<file path="config.mk">
export PLATFORM = sky130hd
export DESIGN_NAME = core_boot_ctrl
export DESIGN_NICKNAME = d
export VERILOG_FILES = /design/src/rtl/boot_pkg.sv /design/src/rtl/boot_wake.sv /design/src/rtl/boot_ctrl.sv /design/src/rtl/boot_dpath.sv /design/src/rtl/core_boot_ctrl.sv
export SDC_FILE = /design/constraint.sdc
export NUM_CORES = 1
export LEC_CHECK = 0
export ABC_AREA = 1
export ABC_CLOCK_PERIOD_IN_PS = 1300
export BUFFER_PORTS_ARGS = -buffer_cell sky130_fd_sc_hd__buf_2
export CORE_ASPECT_RATIO = 1.4
export CORE_MARGIN = 4
export CORE_UTILIZATION = 33
export DETAILED_ROUTE_END_ITERATION = 7
export SYNTH_ARGS = -nofsm -noshare
export SYNTH_HDL_FRONTEND = slang
export SYNTH_SLANG_ARGS = --single-unit
</file>
<file path="constraint.sdc">
create_clock -name clk -period 1.3 [get_ports clk]
set_clock_uncertainty 0.2 [all_clocks]
set_input_delay 0.065 -clock clk [delete_from_list [all_inputs] [get_ports clk]]
set_output_delay 0.065 -clock clk [all_outputs]
set_load 0.02 [all_outputs]
</file>
<file path="src/rtl/boot_pkg.sv">
package boot_pkg;

  typedef enum logic [1:0] {
    SEL_NONE = 2'd0,
    SEL_CTL  = 2'd1,
    SEL_PC   = 2'd2,
    SEL_STAT = 2'd3
  } rdSel_e;

  // strobes passed from control to datapath
  typedef struct packed {
    logic   wrCtl;
    logic   wrPc;
    logic   rdEn;
    rdSel_e rdSel;
  } regStrobe_t;

  localparam int CTL_W  = 2;
  localparam int STAT_W = 2;

endpackage

</file>
<file path="src/rtl/boot_wake.sv">
module boot_wake #(
  parameter int SYNC_STAGES = 2
) (
  input  logic clk,
  input  logic rstN,
  input  logic irqN,
  input  logic coreWfi,
  output logic irqPend
);

  logic [SYNC_STAGES-1:0] syncQ;
  logic                   irqReq;
  logic                   pendQ;

  genvar g;
  generate
    for (g = 0; g < SYNC_STAGES; g++) begin : gSync
      if (g == 0) begin : gFirst
        always_ff @(posedge clk) begin
          if (!rstN) syncQ[0] <= 1'b1;
          else       syncQ[0] <= irqN;
        end
      end else begin : gRest
        always_ff @(posedge clk) begin
          if (!rstN) syncQ[g] <= 1'b1;
          else       syncQ[g] <= syncQ[g-1];
        end
      end
    end
  endgenerate

  assign irqReq = ~syncQ[SYNC_STAGES-1];

  // wake request held while the core sleeps, dropped once it leaves
  always_ff @(posedge clk) begin
    if (!rstN)        pendQ <= 1'b0;
    else if (coreWfi) pendQ <= pendQ | irqReq;
    else              pendQ <= 1'b0;
  end

  assign irqPend = pendQ;

  assert_pend_drops_R9: assert property (@(posedge clk) disable iff (!rstN)
    !coreWfi |=> !irqPend);

  assert_pend_holds_R8: assert property (@(posedge clk) disable iff (!rstN)
    (irqPend && coreWfi) |=> irqPend);

endmodule

</file>
<file path="src/rtl/boot_ctrl.sv">
module boot_ctrl
  import boot_pkg::*;
#(
  parameter int          ADDR_W    = 20,
  parameter logic [ADDR_W-1:0] BASE_ADDR = 20'h30000
) (
  input  logic              clk,
  input  logic              rstN,
  input  logic              regValid,
  input  logic              regWrite,
  input  logic [ADDR_W-1:0] regAddr,
  input  logic [CTL_W-1:0]  wrBits,
  input  logic              coreWfi,
  input  logic              irqPend,
  output regStrobe_t        strb,
  output logic [CTL_W-1:0]  ctlBits,
  output logic              coreReset,
  output logic              coreClkEn
);

  localparam logic [ADDR_W-1:0] ADDR_CTL  = BASE_ADDR;
  localparam logic [ADDR_W-1:0] ADDR_PC   = BASE_ADDR + ADDR_W'(4);
  localparam logic [ADDR_W-1:0] ADDR_STAT = BASE_ADDR + ADDR_W'(8);

  logic [CTL_W-1:0] ctlQ;
  logic             primedQ;
  logic             swOpen;

  always_comb begin
    strb       = '0;
    strb.rdSel = SEL_NONE;
    if (regValid) begin
      if (regWrite) begin
        strb.wrCtl = (regAddr == ADDR_CTL);
        strb.wrPc  = (regAddr == ADDR_PC);
      end else begin
        strb.rdEn = 1'b1;
        if      (regAddr == ADDR_CTL)  strb.rdSel = SEL_CTL;
        else if (regAddr == ADDR_PC)   strb.rdSel = SEL_PC;
        else if (regAddr == ADDR_STAT) strb.rdSel = SEL_STAT;
      end
    end
  end

  // bit 0: hold core in reset, bit 1: gate closed
  always_ff @(posedge clk) begin
    if (!rstN)           ctlQ <= 2'b11;
    else if (strb.wrCtl) ctlQ <= wrBits;
  end

  // set once the core has been clocked with reset applied
  always_ff @(posedge clk) begin
    if (!rstN)                         primedQ <= 1'b0;
    else if (strb.wrCtl && wrBits[0])  primedQ <= 1'b0;
    else if (coreReset && coreClkEn)   primedQ <= 1'b1;
  end

  assign swOpen    = ~ctlQ[1];
  assign coreClkEn = swOpen & (~coreWfi | irqPend);
  assign coreReset = ctlQ[0] | ~primedQ;
  assign ctlBits   = ctlQ;

  assert_ctl_write_R2: assert property (@(posedge clk) disable iff (!rstN)
    $past(strb.wrCtl && rstN) |-> ctlBits == $past(wrBits));

  assert_release_after_open_R3: assert property (@(posedge clk) disable iff (!rstN)
    $fell(coreReset) |-> $past(swOpen));

  assert_one_strobe_R6: assert property (@(posedge clk) disable iff (!rstN)
    $onehot0({strb.wrCtl, strb.wrPc, strb.rdEn}));

endmodule

</file>
<file path="src/rtl/boot_dpath.sv">
module boot_dpath
  import boot_pkg::*;
#(
  parameter int DATA_W = 32,
  parameter int PC_W   = 32
) (
  input  logic              clk,
  input  logic              rstN,
  input  regStrobe_t        strb,
  input  logic [DATA_W-1:0] regWData,
  input  logic [CTL_W-1:0]  ctlBits,
  input  logic              coreHalted,
  input  logic              coreFault,
  output logic [PC_W-1:0]   coreStartPc,
  output logic [DATA_W-1:0] regRData
);

  logic [PC_W-1:0]   startPcQ;
  logic [STAT_W-1:0] statusQ;
  logic [DATA_W-1:0] rdMux;
  logic [DATA_W-1:0] rDataQ;

  always_ff @(posedge clk) begin
    if (!rstN)          startPcQ <= '0;
    else if (strb.wrPc) startPcQ <= regWData[PC_W-1:0];
  end

  always_ff @(posedge clk) begin
    if (!rstN) statusQ <= '0;
    else       statusQ <= {coreFault, coreHalted};
  end

  always_comb begin
    unique case (strb.rdSel)
      SEL_CTL:  rdMux = DATA_W'(ctlBits);
      SEL_PC:   rdMux = DATA_W'(startPcQ);
      SEL_STAT: rdMux = DATA_W'(statusQ);
      default:  rdMux = '0;
    endcase
  end

  always_ff @(posedge clk) begin
    if (!rstN)          rDataQ <= '0;
    else if (strb.rdEn) rDataQ <= rdMux;
  end

  assign coreStartPc = startPcQ;
  assign regRData    = rDataQ;

  assert_pc_write_R4: assert property (@(posedge clk) disable iff (!rstN)
    $past(strb.wrPc && rstN) |-> coreStartPc == $past(regWData[PC_W-1:0]));

  assert_status_read_R5: assert property (@(posedge clk) disable iff (!rstN)
    $past(strb.rdEn && strb.rdSel == SEL_STAT && rstN)
      |-> regRData == DATA_W'($past(statusQ)));

endmodule

</file>
<file path="src/rtl/core_boot_ctrl.sv">
module core_boot_ctrl
  import boot_pkg::*;
#(
  parameter int                ADDR_W      = 20,
  parameter int                DATA_W      = 32,
  parameter int                PC_W        = 32,
  parameter int                SYNC_STAGES = 2,
  parameter logic [ADDR_W-1:0] BASE_ADDR   = 20'h30000
) (
  input  logic              clk,
  input  logic              rstN,
  input  logic              regValid,
  input  logic              regWrite,
  input  logic [ADDR_W-1:0] regAddr,
  input  logic [DATA_W-1:0] regWData,
  output logic [DATA_W-1:0] regRData,
  input  logic              coreHalted,
  input  logic              coreFault,
  input  logic              coreWfi,
  input  logic              irqN,
  output logic              coreReset,
  output logic              coreClkEn,
  output logic [PC_W-1:0]   coreStartPc
);

  regStrobe_t       strb;
  logic [CTL_W-1:0] ctlBits;
  logic             irqPend;

  boot_wake #(.SYNC_STAGES(SYNC_STAGES)) u_wake (
    .clk     (clk),
    .rstN    (rstN),
    .irqN    (irqN),
    .coreWfi (coreWfi),
    .irqPend (irqPend)
  );

  boot_ctrl #(.ADDR_W(ADDR_W), .BASE_ADDR(BASE_ADDR)) u_ctrl (
    .clk       (clk),
    .rstN      (rstN),
    .regValid  (regValid),
    .regWrite  (regWrite),
    .regAddr   (regAddr),
    .wrBits    (regWData[CTL_W-1:0]),
    .coreWfi   (coreWfi),
    .irqPend   (irqPend),
    .strb      (strb),
    .ctlBits   (ctlBits),
    .coreReset (coreReset),
    .coreClkEn (coreClkEn)
  );

  boot_dpath #(.DATA_W(DATA_W), .PC_W(PC_W)) u_dpath (
    .clk         (clk),
    .rstN        (rstN),
    .strb        (strb),
    .regWData    (regWData),
    .ctlBits     (ctlBits),
    .coreHalted  (coreHalted),
    .coreFault   (coreFault),
    .coreStartPc (coreStartPc),
    .regRData    (regRData)
  );

endmodule

</file>
==> impl_metrics.yaml, run 1 <==
clock_network:
  cts_max_path_buffers: 2
  clock-sinks: 72
  cts_tree: "yes"
  cts_buffers: 9
  htreeDepth: 3
  clockRootBuffer: "clkbuf_8"
  insertion_delay_ns: 0.34
  clk_pin_slew_ns: 0.06
place:
  preCtsSetupSlack_ns: -0.230
  hpwl_mm: 5.49
  io_buffers: 125
  gp_congestion: 0.755
final_layout:
  regArea_um2: 1440
  nNetsFinal: 583
  layout_common_cells: "buf_2, nand2_1, dfxtp_1, a21oi_1, inv_1"
  diodes: 0
  final_layout_size_suffix_gt1_frac: 0.324
  nFillCells: 753
  multi_input_area_um2: 1020
  area_growth_pct: 55.4
  layout_commonest_cell: "buf_2"
die:
  std_cell_rows: 38
  start_util: 0.342
  die_w_um: 84.2
  io_pins: 126
  core-area_um2: 7850
  fp.dieH_um: 115
  die-area_um2: 9660
status:
  violations: "negative setup slack"
  status: "finished, violations left"
timing:
  layout_min_cycle_time_ns: 1.31
  slew_viol_final: 0
  slew_headroom: 0.821
  timing.final.hold_violations: 0
  rsz0062_at_grt: "yes"
  setup_viol_count_final: 1
  max_freq_mhz: 761
  final.period_utilization: 1.01
  worst_slack_ns: -0.0137
  worst_pin_slew_ns: 0.267
routing:
  drc: 0
  drt-pass1-iter-count: 4
  drtIter0Drc: 102
  vias: 2792
  postRouteAntennaNets: 0
  drt_wl_total_mm: 7.80
  routed_via_density: 4.45
  routedWlPerCell_um: 12.4
worst_hold_path:
  min-delay-start: "regAddr[2]"
  whs_path_depth: 8
  holdPathEnd: "u_dpath.regRData[0]$_SDFFE_PN0P_"
  min_path_type: "primary input to flip-flop"
synth:
  yosysWarnings: 0
  ys_seq_elements: 72
  syn_avg_cell_area_um2: 7.65
  synth_fp_nets: 411
  synth_seq_area_share: 0.537
  syn-cell-area_um2: 2680
  ys_types: 17
  syn_inst: 351
grt:
  grtUsageTotal: 0.163
  grt_pass1_wl_mm: 12.4
  grt_overflow: 0
  grt_max_degree: 35
  antenna_found_initial: 0
  first_global_vias: 2618
critical_path:
  path_class: "primary input to output port"
  max_stage_delay_ns: 0.53
  rr_startpoint: "u_wake.irqPend$_SDFF_PN0_"
  critPathTopFamily: "buffers and inverters"
  path_max_fanout: 2
  critPathBufInv: 3
  start_kind: "primary input"
  rrSetupSlack_ns: 0.26
  path_cells: "dlygate4sd3_1 > buf_2 > a21oi_2 > buf_4"
  crit_required_ns: 1.03
  r2r-end: "u_ctrl.primedQ$_SDFFE_PP0P_"
  slowest_stage: "dlygate4sd3_1"
  r2r_cells: 5
  cp-end-kind: "output port"
  cp.arrival_ns: 1.05
  setup.worst_path.start: "coreWfi"
pwr:
  intPower_mw: 3.57
  powerDensity_nw_per_um2: 1070
  swShare: 0.201
  power.share.clock: 0.432
  power_frac_comb: 0.073
  p_leak_nw: 2.09
  p_seq_frac: 0.495
  irDropWorstVdd_v: 0.000602
  p_total_mw: 4.47
  switchingPower_mw: 0.899
flow_run:
  maxCapViolations: 0
-- synthesized netlist by cell type, drive strengths merged --
cell type / instances / share of area
nand2: 84 / 0.12
dfxtp: 72 / 0.54
a21oi: 64 / 0.12
inv: 45 / 0.063
o21ai: 33 / 0.062
nor2: 20 / 0.031
buf: 12 / 0.028
nand3: 9 / 0.017
clkbuf: 7 / 0.0098
or2: 2 / 0.0047
a21o: 1 / 0.0028
nor3: 1 / 0.0061
o211ai: 1 / 0.0028
-- metal layers --
layer | vias up | GRT usage | wire [um]
met4 | 0 | 0.0933 | 216
met3 | 15 | 0.0403 | 415
met1 | 1238 | 0.174 | 3080
met2 | 82 | 0.290 | 4090
li1 | 1457 | - | -
met5 | - | 0 | 0
-- logic make-up (layout without fill, tap and decap cells) --
kind of cell	count (synthesis)	in the layout	share of synthesized area
simple gates	116	116	0.176
buf+inv	64	240	0.101
compound gates	99	99	0.186
flops	72	72	0.537
-- stage by stage --
stage	std cells	utilization	hold slack, ns	TNS, ns	instance area, um^2
after floorplan	351	-	-0.0374	-0.579	2710
after global placement	572	0.449	0.0542	-10.67	3530
after detailed placement	572	0.449	0.0625	-11.59	3530
after CTS	626	0.528	0.0486	0	4140
after global routing	627	0.532	0.0819	-0.0677	4170
final	627	0.532	0.0671	-0.0137	4170
-- worst min-delay path, cell delays in order --
cell     delay, ns
buf_2         0.09
inv_1         0.06
nand2_1       0.06
nor2_1        0.05
nand3_1       0.06
nand2_1       0.05
nor2_1        0.08
nor2_1        0.04
-- worst max-delay path by stage --
stage | to | slack (ns) | cells after the start
floorplan | u_dpath.coreStartPc[0]$_SDFFE_PN0P_ | -0.03 | 7
global placement | u_dpath.coreStartPc[8]$_SDFFE_PN0P_ | -0.20 | 9
detailed placement | u_dpath.coreStartPc[26]$_SDFFE_PN0P_ | -0.23 | 9
CTS | coreClkEn | 0.007 | 4
global route | coreClkEn | -0.04 | 4
finish | coreClkEn | -0.01 | 4
-- state kept, by name (all words and copies together) (netlist names) --
| register | cells |
|---|---|
| u_ctrl.primedQ | 1 |
| u_ctrl.ctlBits | 2 |
| u_dpath.regRData | 32 |
| u_wake.syncQ | 2 |
| u_dpath.coreStartPc | 32 |
| u_dpath.statusQ | 2 |
| u_wake.irqPend | 1 |
-- final cells by class --
| cell class | count | share of cell area |
|---|---|---|
| clock buffer | 12 | 0.0372 |
| clock inverter | 3 | 0.0156 |
| inverter | 45 | 0.0405 |
| multi-input combinational | 215 | 0.244 |
| sequential | 72 | 0.346 |
| tap | 100 | 0.0300 |
| timing repair buffer | 180 | 0.287 |
-- what timing repair did --
action	4_1_cts	5_1_grt
setup endpoints to repair	1	24
pin swaps	0	1
hold endpoints to repair	40	0
resized for setup	2	7
setup buffers	0	1
hold buffers	39	0
-- power by group through the flow --
stage / sequential, mW / combinational, mW / clock [mW]
4_1_cts: 2.21 / 0.323 / 2.00
2_1_floorplan: 2.26 / 0.0925 / 0
3_3_place_gp: 2.26 / 0.228 / 0
5_1_grt: 2.21 / 0.360 / 2.08
6_report: 2.21 / 0.325 / 1.93
3_5_place_dp: 2.26 / 0.230 / 0
No activity file was read; power rests on OpenSTA's default activity.
==> run 2: changes to the inputs <==
--- a/config.mk
+++ b/config.mk
@@ -6,10 +6,9 @@
 export NUM_CORES = 1
 export LEC_CHECK = 0
 export ABC_AREA = 1
-export ABC_CLOCK_PERIOD_IN_PS = 1300
-export BUFFER_PORTS_ARGS = -buffer_cell sky130_fd_sc_hd__buf_2
+export ABC_CLOCK_PERIOD_IN_PS = 1630
+export BUFFER_PORTS_ARGS = -buffer_cell sky130_fd_sc_hd__clkbuf_2
 export CORE_ASPECT_RATIO = 1.4
-export CORE_MARGIN = 4
 export CORE_UTILIZATION = 33
 export DETAILED_ROUTE_END_ITERATION = 7
 export SYNTH_ARGS = -nofsm -noshare
==> constraint.sdc (replaced) <==
create_clock -name clk -period 1.63 [get_ports clk]
set_clock_uncertainty 0.2 [all_clocks]
set_input_delay 0.0815 -clock clk [delete_from_list [all_inputs] [get_ports clk]]
set_output_delay 0.0815 -clock clk [all_outputs]
set_load 0.02 [all_outputs]
==> run 2 against run 1 <==
The flow now finishes without violations. Final area decreased by 1.3%. Utilization decreased by 0.35 points. Sequential share of layout area increased by 0.41 points. Sequential power decreased by 20%. Global-route usage increased by 1.9 points. Worst hold slack got worse by 0.046 ns. Clock-buffer cell count decreased by 3. Total power decreased by 13%. Critical path depth increased by 1. Critical endpoint is now u_wake.syncQ[0]$_SDFF_PN1_. Largest cell class unchanged. Largest power group is now clock.
==> impl_metrics.yaml, run 2 (synthesis results as in run 1) <==
critical_path:
  r2r-end: "u_ctrl.primedQ$_SDFFE_PP0P_"
  r2r_cells: 4
  path_class: "primary input to flip-flop"
  start_kind: "primary input"
  path_cells: "dlygate4sd3_1 > clkbuf_2 > inv_1 > or2_2 > dlygate4sd3_1"
  max_stage_delay_ns: 0.57
  rr_startpoint: "u_wake.irqPend$_SDFF_PN0_"
  crit_required_ns: 1.68
  rrSetupSlack_ns: 0.69
  path_max_fanout: 4
  slowest_stage: "dlygate4sd3_1"
  cp.arrival_ns: 1.67
  cp-end-kind: "flip-flop"
  path_common_cell: "dlygate4sd3_1"
final_layout:
  area_growth_pct: 53.5
  post-route-util: 0.528
  layout_common_cells: "clkbuf_2, nand2_1, dfxtp_1, a21oi_1, inv_1"
  diodes: 0
  fin_cells: 623
  final_area_um2: 4120
  final_layout_size_suffix_gt1_frac: 0.300
  nNetsFinal: 578
  layout_commonest_cell: "clkbuf_2"
routing:
  routed_via_density: 4.52
  drtIter0Drc: 111
  vias: 2816
  drt-pass1-iter-count: 5
  routedWlPerCell_um: 12.1
  drt_wl_total_mm: 7.57
  postRouteAntennaNets: 0
  drc: 0
grt:
  grt_pass1_wl_mm: 11.7
  use_met2: 0.333
  grt_max_degree: 33
  antenna_found_initial: 0
  grt-busiest-layer: "met2"
  first_global_vias: 2592
  grt_use_met3: 0.0485
  grtUsageTotal: 0.182
  met1_usage: 0.184
  grt_overflow: 0
worst_hold_path:
  min_path_type: "primary input to flip-flop"
  min-delay-start: "regAddr[0]"
  whs_path_depth: 8
  holdPathEnd: "u_dpath.regRData[1]$_SDFFE_PN0P_"
clock_network:
  insertion_delay_ns: 0.36
  clockRootBuffer: "clkbuf_8"
  cts_buffers: 9
  cts_tree: "yes"
  clock-sinks: 72
  htreeDepth: 3
  clk_pin_slew_ns: 0.08
  cts_max_path_buffers: 2
  cts-resized-gates: 0
timing:
  rsz0062_at_grt: "yes"
  slew_headroom: 0.657
  timing.final.hold_violations: 0
  setup_viol_count_final: 0
  setup_tns_ns: 0
  worst_pin_slew_ns: 0.513
  layout_min_cycle_time_ns: 1.63
  final.period_utilization: 0.999
  max_freq_mhz: 614
  slew_viol_final: 0
die:
  start_util: 0.344
  fp.dieH_um: 109
  die-area_um2: 8500
  die_w_um: 78.2
  std_cell_rows: 38
  io_pins: 126
  core-area_um2: 7800
pwr:
  irDropWorstVdd_v: 0.000509
  p_leak_nw: 2.00
  powerDensity_nw_per_um2: 941
place:
  hpwl_mm: 5.20
  gp_congestion: 0.797
  io_buffers: 125
  post-place-cells: 566
  placedInstanceArea_um2: 3440
flow_run:
  maxCapViolations: 0
status:
  status: "completed"
==> run 2: layout make-up <==
cell class,instances,area (um^2)
multi-input combinational,215,975
clock buffer,9,124
sequential,72,1440
tap,100,125
clock inverter,7,144
inverter,45,169
fill,771,3680
timing repair buffer,175,1140
==> run 2: layer usage <==
layer	vias to the layer above	routed length, um
met4	0	229
met1	1263	2900
met5	-	0
li1	1448	-
met3	18	360
met2	87	4080
==> run 2: worst max-delay path by stage <==
| stage | from | slack (ns) | end |
|---|---|---|---|
| CTS | rstN | 0.06 | u_wake.syncQ[0]$_SDFF_PN1_ |
| detailed placement | regAddr[1] | 0.04 | u_dpath.coreStartPc[17]$_SDFFE_PN0P_ |
| floorplan | regAddr[7] | 0.27 | u_dpath.coreStartPc[0]$_SDFFE_PN0P_ |
| global route | rstN | -0.02 | u_wake.irqPend$_SDFF_PN0_ |
| finish | rstN | 0.002 | u_wake.syncQ[0]$_SDFF_PN1_ |
| global placement | regAddr[1] | 0.09 | u_dpath.coreStartPc[9]$_SDFFE_PN0P_ |
==> run 2: what timing repair did <==
item                                    CTS  global route
hold buffers                             41             0
hold endpoints to repair                 39             0
endpoints found under the setup margin    0             2
buffers inserted                          0             0
==> run 2: stage by stage <==
stage	setup WS, ns	hold slack, ns	power [mW]
after floorplan	0.268	-0.0209	1.88
final	0.00225	0.0208	3.87
after global routing	-0.0230	0.0697	4.02
after CTS	0.0575	0.00998	3.90
after detailed placement	0.0401	0.0738	1.98
after global placement	0.0925	0.0704	1.98
==> run 2: critical path, delay by kind of cell <==
family                 cells  cell delay, ns
buffers and inverters      4            1.31
and+or+nand+nor            1            0.27
==> run 2: power by group <==
group          total, mW  switching [mW]  leakage (nW)  internal, mW
Clock               1.86           0.688         0.126          1.17
Sequential          1.76         0.00129         0.581          1.76
Combinational      0.250           0.107          1.30         0.144
